[src/rtl/bla_pkg.sv]
package bla_pkg;

    localparam int SRC_W = 2;
    localparam int NSRC  = 4;
    localparam int CNT_W = 3;

    localparam logic [CNT_W-1:0] BUSY_LOAD = 3'd7;

    typedef logic [1:0] cls_t;

    // source number to priority class (2 top, 0 bottom)
    function automatic cls_t src_class(input logic [SRC_W-1:0] src);
        case (src)
            2'd0:    return 2'd2;
            2'd1:    return 2'd1;
            default: return 2'd0;
        endcase
    endfunction

endpackage

[src/rtl/bla_bank.sv]
module bla_bank
    import bla_pkg::*;
(
    input  logic             clk,
    input  logic             rst_n,
    input  logic             sel_i,
    input  logic             retry_i,
    input  logic [SRC_W-1:0] src_i,
    output logic             grant_o,
    output logic             lock_o
);

    typedef struct packed {
        logic [CNT_W-1:0] cnt;
        logic             rv;
        logic [SRC_W-1:0] own;
    } bank_st_t;

    bank_st_t st_d, st_q;
    logic     owner_hit;
    logic     can_claim;

    always_comb begin
        st_d      = st_q;
        owner_hit = st_q.rv && (st_q.own == src_i);
        grant_o   = sel_i && (st_q.cnt == '0) && (!st_q.rv || owner_hit);
        lock_o    = sel_i && !grant_o;
        can_claim = (src_class(src_i) != 2'd0) &&
                    (!st_q.rv || (src_class(src_i) > src_class(st_q.own)));
        if (st_q.cnt != '0) begin
            st_d.cnt = st_q.cnt - 1'b1;
        end
        if (grant_o) begin
            st_d.cnt = BUSY_LOAD;
            if (owner_hit) begin
                st_d.rv = 1'b0;
            end
        end else if (lock_o && retry_i && can_claim) begin
            st_d.rv  = 1'b1;
            st_d.own = src_i;
        end
    end

    always_ff @(posedge clk) begin
        if (!rst_n) begin
            st_q <= '0;
        end else begin
            st_q <= st_d;
        end
    end

    p_load_r1: assert property (@(posedge clk) disable iff (!rst_n)
        grant_o |=> st_q.cnt == 3'd7);

    p_countdown_r1: assert property (@(posedge clk) disable iff (!rst_n)
        (st_q.cnt != '0) |=> st_q.cnt == $past(st_q.cnt) - 3'd1);

    p_busy_lock_r2: assert property (@(posedge clk) disable iff (!rst_n)
        (sel_i && st_q.cnt != '0) |-> lock_o);

    p_resv_block_r5: assert property (@(posedge clk) disable iff (!rst_n)
        (sel_i && st_q.rv && st_q.own != src_i) |-> !grant_o);

    p_resv_clear_r6: assert property (@(posedge clk) disable iff (!rst_n)
        (grant_o && st_q.rv) |=> !st_q.rv);

    p_no_claim_r7: assert property (@(posedge clk) disable iff (!rst_n)
        (lock_o && src_class(src_i) == 2'd0 && !st_q.rv) |=> !st_q.rv);

endmodule

[src/rtl/bla_retry.sv]
module bla_retry
    import bla_pkg::*;
#(
    parameter int BIW = 6
) (
    input  logic             clk,
    input  logic             rst_n,
    input  logic [SRC_W-1:0] src_i,
    input  logic [BIW-1:0]   bank_i,
    input  logic             grant_i,
    input  logic             lock_i,
    output logic             retry_o
);

    typedef struct packed {
        logic [NSRC-1:0]          pend;
        logic [NSRC-1:0][BIW-1:0] pbank;
    } trk_st_t;

    trk_st_t trk_d, trk_q;

    always_comb begin
        trk_d   = trk_q;
        retry_o = trk_q.pend[src_i] && (trk_q.pbank[src_i] == bank_i);
        if (grant_i) begin
            trk_d.pend[src_i] = 1'b0;
        end else if (lock_i) begin
            trk_d.pend[src_i]  = 1'b1;
            trk_d.pbank[src_i] = bank_i;
        end
    end

    always_ff @(posedge clk) begin
        if (!rst_n) begin
            trk_q <= '0;
        end else begin
            trk_q <= trk_d;
        end
    end

    p_pend_set_r4: assert property (@(posedge clk) disable iff (!rst_n)
        lock_i |=> trk_q.pend != '0);

    p_excl_r2: assert property (@(posedge clk) disable iff (!rst_n)
        !(grant_i && lock_i));

endmodule

[src/rtl/bank_lock_arbiter.sv]
module bank_lock_arbiter
    import bla_pkg::*;
#(
    parameter int NBANK = 8,
    parameter int BIW   = 6
) (
    input  logic             clk,
    input  logic             rst_n,
    input  logic             req_valid,
    input  logic [SRC_W-1:0] req_src,
    input  logic [BIW-1:0]   req_bank,
    output logic             grant,
    output logic             lockout
);

    logic [NBANK-1:0] g_vec;
    logic [NBANK-1:0] l_vec;
    logic             in_range;
    logic             retry;

    assign in_range = req_valid && ({{(32-BIW){1'b0}}, req_bank} < 32'(NBANK));

    for (genvar b = 0; b < NBANK; b++) begin : g_bank
        bla_bank u_bank (
            .clk     (clk),
            .rst_n   (rst_n),
            .sel_i   (in_range && (req_bank == BIW'(b))),
            .retry_i (retry),
            .src_i   (req_src),
            .grant_o (g_vec[b]),
            .lock_o  (l_vec[b])
        );
    end

    assign grant   = |g_vec;
    assign lockout = |l_vec;

    bla_retry #(.BIW(BIW)) u_retry (
        .clk     (clk),
        .rst_n   (rst_n),
        .src_i   (req_src),
        .bank_i  (req_bank),
        .grant_i (grant),
        .lock_i  (lockout),
        .retry_o (retry)
    );

    p_one_resp_r2: assert property (@(posedge clk) disable iff (!rst_n)
        in_range |-> (grant != lockout));

    p_idle_quiet_r2: assert property (@(posedge clk) disable iff (!rst_n)
        !req_valid |-> !(grant || lockout));

    p_range_quiet_r10: assert property (@(posedge clk) disable iff (!rst_n)
        !in_range |-> !(grant || lockout));

    p_one_bank_r9: assert property (@(posedge clk) disable iff (!rst_n)
        $onehot0(g_vec | l_vec));

endmodule

[config.mk]
export PLATFORM = sky130hd
export DESIGN_NAME = bank_lock_arbiter
export DESIGN_NICKNAME = d
export VERILOG_FILES = /design/src/rtl/bla_pkg.sv /design/src/rtl/bla_bank.sv /design/src/rtl/bla_retry.sv /design/src/rtl/bank_lock_arbiter.sv
export SDC_FILE = /design/constraint.sdc
export NUM_CORES = 1
export LEC_CHECK = 0
export CAP_MARGIN = 5
export CORE_MARGIN = 4
export CORE_UTILIZATION = 40
export DETAILED_ROUTE_END_ITERATION = 10
export GPL_ROUTABILITY_DRIVEN = 0
export GPL_TIMING_DRIVEN = 0
export PLACE_DENSITY = 0.57
export RECOVER_POWER = 25
export SLEW_MARGIN = 20
export SYNTH_ARGS = -nofsm -noshare
export SYNTH_HDL_FRONTEND = slang
export SYNTH_SLANG_ARGS = --single-unit
[constraint.sdc]
create_clock -name clk -period 5.4 [get_ports clk]
set_input_delay 0.54 -clock clk [delete_from_list [all_inputs] [get_ports clk]]
set_output_delay 0.54 -clock clk [all_outputs]
set_load 0.01 [all_outputs]
======== Word-level counts from Yosys, hierarchy flattened ========
Index checks and enable logic that the tools add are counted.
cells by class
  $add $sub $neg .......................... 8
  magnitude comparators ................... 11
  equality and inequality tests ........... 33
  mux-type cells .......................... 60
  bitwise operators ....................... 12
  reductions and logical operators ........ 162
operators by type and width
  cell                                                 number
  two-way mux 3 bit                                    24
  logical AND 1 bit                                    67
  case mux 2 bit (2 select lines)                      9
  nonzero test 2 bit                                   18
  AND reduction 2 bit                                  17
  two-way mux 28 bit                                   1
  bitwise mux 24 bit                                   1
  equality test 6 x 3 -> 1 bit, second input constant  4
  logical NOT 3 bit                                    8
  nonzero test 3 bit                                   8
  subtractor 3 x 1 -> 3 bit, second input constant     8
  equality test 2 x 1 -> 1 bit, second input constant  9
  logical NOT 2 bit                                    9
  two-way mux 1 bit                                    18
  equality test 2 bit                                  8
  > comparator 2 bit                                   8
  logical NOT 1 bit                                    16
  logical OR 1 bit                                     16
  inequality test 2 bit, second input constant         8
  OR reduction 8 bit                                   2
  binary-select mux 6 bit (select 2 bit)               1
  demux 6 bit (select 2 bit)                           1
  equality test 6 x 2 -> 1 bit, second input constant  2
  two-way mux 6 bit                                    2
  other kinds (13)                                     21
word-level totals
  register bits ........................... 76
  output and inout bits ................... 2
  logic and storage cells ................. 315

======== Depth between registers and ports, before layout ========
  depth in word-level cells ............... 11
  mapped depth ............................ 11
  depth with buffers taken out ............ 8

======== Cells and area by module ========
From an unflattened synthesis, not the netlist that was laid out.
unflattened totals
  cell total of the unflattened synthesis .. 518
  area total of the unflattened synthesis .. 4549.4 um^2
modules (own cells, without submodules)
  module             times used  cells an instance  area each (um^2)  seq. area each (um^2)
  bla_bank           8           47                 389.1             120.1
  bla_retry          1           121                1315.0            560.5
  bank_lock_arbiter  1           21                 121.4             0.0

======== Least setup slack after synthesis ========
OpenSTA, ideal clock, no wires.
  path type ............................... input to register
  start ................................... input req_src[0]
  end ..................................... register g_bank[5].u_bank.st_q[0] (netlist bit)
  arrival ................................. 2.802 ns
  slack ................................... 2.482 ns
  stages on the path ...................... 11
  cells stage by stage .................... buf_6 buf_2 clkbuf_1 nor2_1 ha_1 nand2_1 o21ai_0 and2_1 or4b_1 mux2i_1 nor2b_1
between the ends
  word-level cells in the longest chain between the ends .. 9
  elaborated cells on any way between the ends .. 23
RTL lines
  element                                                     line                     text
  start: declaration                                          bank_lock_arbiter.sv:10  input logic [SRC_W-1:0] req_src,
  branches (longest 9 deep; another with > comparator 2 bit)  -
  end signal: assignment                                      bla_bank.sv:48           st_q <= st_d;
  end: declaration                                            bla_bank.sv:19           bank_st_t st_d, st_q;
Several ways; the timed one is not identified. The select of a mux whose other input is x is not followed.
A chain may end at the register's enable or synchronous reset.

======== Worst setup path in the final report ========
  start ................................... input req_bank[4]
  end ..................................... output lockout
between the ends
  word-level cells in the longest chain between the ends .. 8
  elaborated cells on any way between the ends .. 51
RTL lines
  element                          line                     text
  start: declaration               bank_lock_arbiter.sv:11  input logic [BIW-1:0] req_bank,
  < comparator 6 x 4 -> 1 bit      bank_lock_arbiter.sv:21  assign in_range = req_valid && ({{(32-BIW){1'b0}}, req_bank} < 32'(NBANK));
  logical AND 1 bit                bank_lock_arbiter.sv:21
  logical AND 1 bit                bank_lock_arbiter.sv:27  .sel_i (in_range && (req_bank == BIW'(b))),
  logical AND 1 bit (2 in series)  bla_bank.sv:26           grant_o = sel_i && (st_q.cnt == '0) && (!st_q.rv || owner_hit);
  logical NOT 1 bit                bla_bank.sv:27           lock_o = sel_i && !grant_o;
  logical AND 1 bit                bla_bank.sv:27
  OR reduction 8 bit *             bank_lock_arbiter.sv:36  assign lockout = |l_vec;
  end: declaration                 bank_lock_arbiter.sv:13  output logic lockout
Every way passes the cells marked *; elsewhere a longest branch is shown, timed or not.

==> summary.txt <==
Yosys
  – Mapped Cells: 464
  – Number of synthesized register bits: 74
  – Synth Flop Type: dfxtp_1
  – Post-synthesis cell area: around 4300 um2
  – Synth warn: 0
  – Seq/Total Area, Yosys: 0.344
  – Mean area per synthesized cell: 9.29 um2
  – Async set or reset register ratio after synthesis: 0
  – Most frequent cell after synthesis: dfxtp_1
  – Net count after synthesis: between 500 and 600
  – Yosys top cell area share: 0.344
  – Distinct cells, synth: between 50 and 60
  – Post-synth EDFFs: 0
  – Cell type with the largest total area after synthesis: dfxtp_1
  – Most common library cells after synthesis: dfxtp_1, nand2_1, ha_1
  – Top cells by area, synth: dfxtp_1, ha_1, mux2i_1, nor2b_1, nand2_1

Power and ir drop
  – Leak: 1.97 nW
  – Power Density: roughly 350 nW/um2
  – Worst VDD drop: ~210 uV

STA
  – Final setup fails: 0
  – Unrepaired setup endpoints after global routing: no
  – Tcrit/Tclk final: 0.763
  – Max-slew headroom at the worst pin: 0.340
  – Total negative slack: 0 ps
  – Final worst slack: roughly 1300 ps
  – FMAX: roughly 0.24 GHz
  – Layout Skew: between 10 and 15 ps
  – Tmin final: between 4000 and 5000 ps
  – Final hold violation count: 0
  – Max Slew Vio Count: 0
  – Slew @ Worst Pin: approximately 990 ps

Clocking
  – Post-CTS Setup Inserts: 0
  – CTS H-tree depth: 3
  – CTS tree: yes
  – Clock Sinks: between 70 and 80
  – Clk root buf: clkbuf_8
  – CTS resizes: 0
  – Clock buffer count from CTS: 9
  – Hold_buf cts: 0
  – Clock Path Buffers: 2
  – Worst skew pair latency: 350 ps
  – Reg clk slew, reported paths: approximately 70 ps

GRT
  – Overflow left after global routing: 0
  – Vias in the first global route: about 3400
  – Pin count of the biggest net entering global routing: 12
  – Initial antenna violation count: 0
  – Total track usage: 0.176
  – First-pass GRT wire length: between 15000 and 20000 um

Cells and area
  – P&R area growth vs syn: 10.0%
  – Final Cell Area: roughly 4700 um2
  – Diode count: 0
  – Nets: approximately 530
  – Fin cells: around 620
  – Fill cells: 1020
  – Layout cells sized above 1: 0.0903

Outcome
  – Status: finished, final reports clean

Worst setup path
  – CP endpoint kind: output pin
  – Worst reg2reg setup slack: approximately 2900 ps
  – Crit path max fanout: 10
  – Critical Path RT: ~5000 ps
  – WS Path Type: input port to output pin
  – Kind of start point of the critical path: input port
  – Worst Path Arrival: between 3000 and 4000 ps

Place
  – Placed Area: 4550 um2
  – Placed cells: ~610
  – Pre-CTS WS: approximately 1500 ps
  – PortBufs: 7
  – DP HPWL: ~7700 um

Flow run
  – Max cap viols: 0

Drt
  – DRC: 0
  – WL per Instance: 16.7 um
  – Vias post-DR: around 3300
  – DRT Pass-1 Iters: 6
  – 1st-iter DRT viols: 150
  – DRT Wirelength: around 10000 um
  – Post-route ant nets: 0
  – Routed vias/inst: between 5 and 6

Die
  – Placeable Area: about 10000 um2
  – DIE HEIGHT: 112 um
  – Die ar.: ~13000 um2
  – Die W: 112 um
  – IO Count: 13
  – Initial Utilization: 0.414
  – FP Rows: 37

Worst hold path
  – Worst min path class: flop to flop
==> cells in the final DEF (no fill, tap or decap), types with 6 or more instances in the layout <==
master	instances
a21oi_1	13
or2_2	8
clkbuf_8	11
ha_1	32
o21ai_1	7
mux2i_1	25
and3b_1	13
o21a_1	6
and3_1	10
nor2_1	21
nor2b_1	30
inv_1	22
o21ai_0	11
xnor2_1	14
dfxtp_1	74
clkdlybuf4s50_1	6
nand3_1	6
xor2_1	16
mux2_2	7
mux4_2	6
nand2_1	42
a21boi_0	20
clkbuf_1	19
==> per-stage QoR <==
| stage | hold WS (ps) | power [mW] | utilization |
|---|---|---|---|
| global placement | 438 | 1.19 | 0.437 |
| global route | 486 | 1.76 | 0.455 |
| floorplan | 429 | 1.10 | - |
| finish | 452 | 1.64 | 0.455 |
| CTS | 452 | 1.66 | 0.456 |
| detailed placement | 442 | 1.21 | 0.437 |
==> logic make-up (layout without fill, tap and decap cells) <==
family	Yosys count	in the layout	share of synthesized area
compound gates	79	79	0.126
xor+xnor	30	30	0.0610
buf+inv	41	64	0.0380
fa+ha+maj	32	32	0.0929
simple gates	170	170	0.231
flops	74	74	0.344
mux	38	38	0.108
==> critical path, stage by stage <==
cell and delay [ps]:
dlygate4sd3_1 610, nor4b_1 750, clkbuf_1 400, nand3_1 220
a21oi_1 260, nor4_2 150, nand2_1 120, clkdlybuf4s50_1 540
==> cell type report <==
| cell class | count | area (um2) | share of cell area |
|---|---|---|---|
| Multi-Input combinational cell | 349 | 2660 | 0.561 |
| Sequential cell | 74 | 1480 | 0.312 |
| Tap cell | 136 | 170 | 0.0359 |
| Clock buffer | 14 | 163 | 0.0343 |
| Inverter | 22 | 82.6 | 0.0174 |
| Buffer | 19 | 81.3 | 0.0172 |
| Timing Repair Buffer | 7 | 70.1 | 0.0148 |
| Clock inverter | 2 | 35.0 | 0.00739 |
==> routing by layer <==
metal | routed length, um | GRT usage | vias up | share of wire
li1 | - | - | 1659 | -
met1 | 4810 | 0.227 | 1567 | 0.46
met2 | 4940 | 0.290 | 51 | 0.48
met3 | 404 | 0.0370 | 19 | 0.039
met4 | 223 | 0.0673 | 0 | 0.021
met5 | 0 | 0 | - | 0
==> where the power goes <==
part | internal [mW] | switching (mW) | leakage (nW)
sequential | 0.623 | 0.0353 | 0.602
clock | 0.239 | 0.202 | 0.101
combinational | 0.252 | 0.284 | 1.26
==> path summary, 6_finish.rpt <==
path,endpoint,from,depth (start not counted)
setup / recovery,lockout,req_bank[4],8
hold / removal,u_retry.trk_q[24]$_SDFFE_PN0P_,u_retry.trk_q[24]$_SDFFE_PN0P_,2
setup reg to reg,flop,g_bank[1].u_bank.st_q[3]$_SDFFE_PN0P_,7
hold reg to reg,u_retry.trk_q[24]$_SDFFE_PN0P_,u_retry.trk_q[24]$_SDFFE_PN0P_,2
No activity file was read; power rests on OpenSTA's default activity.
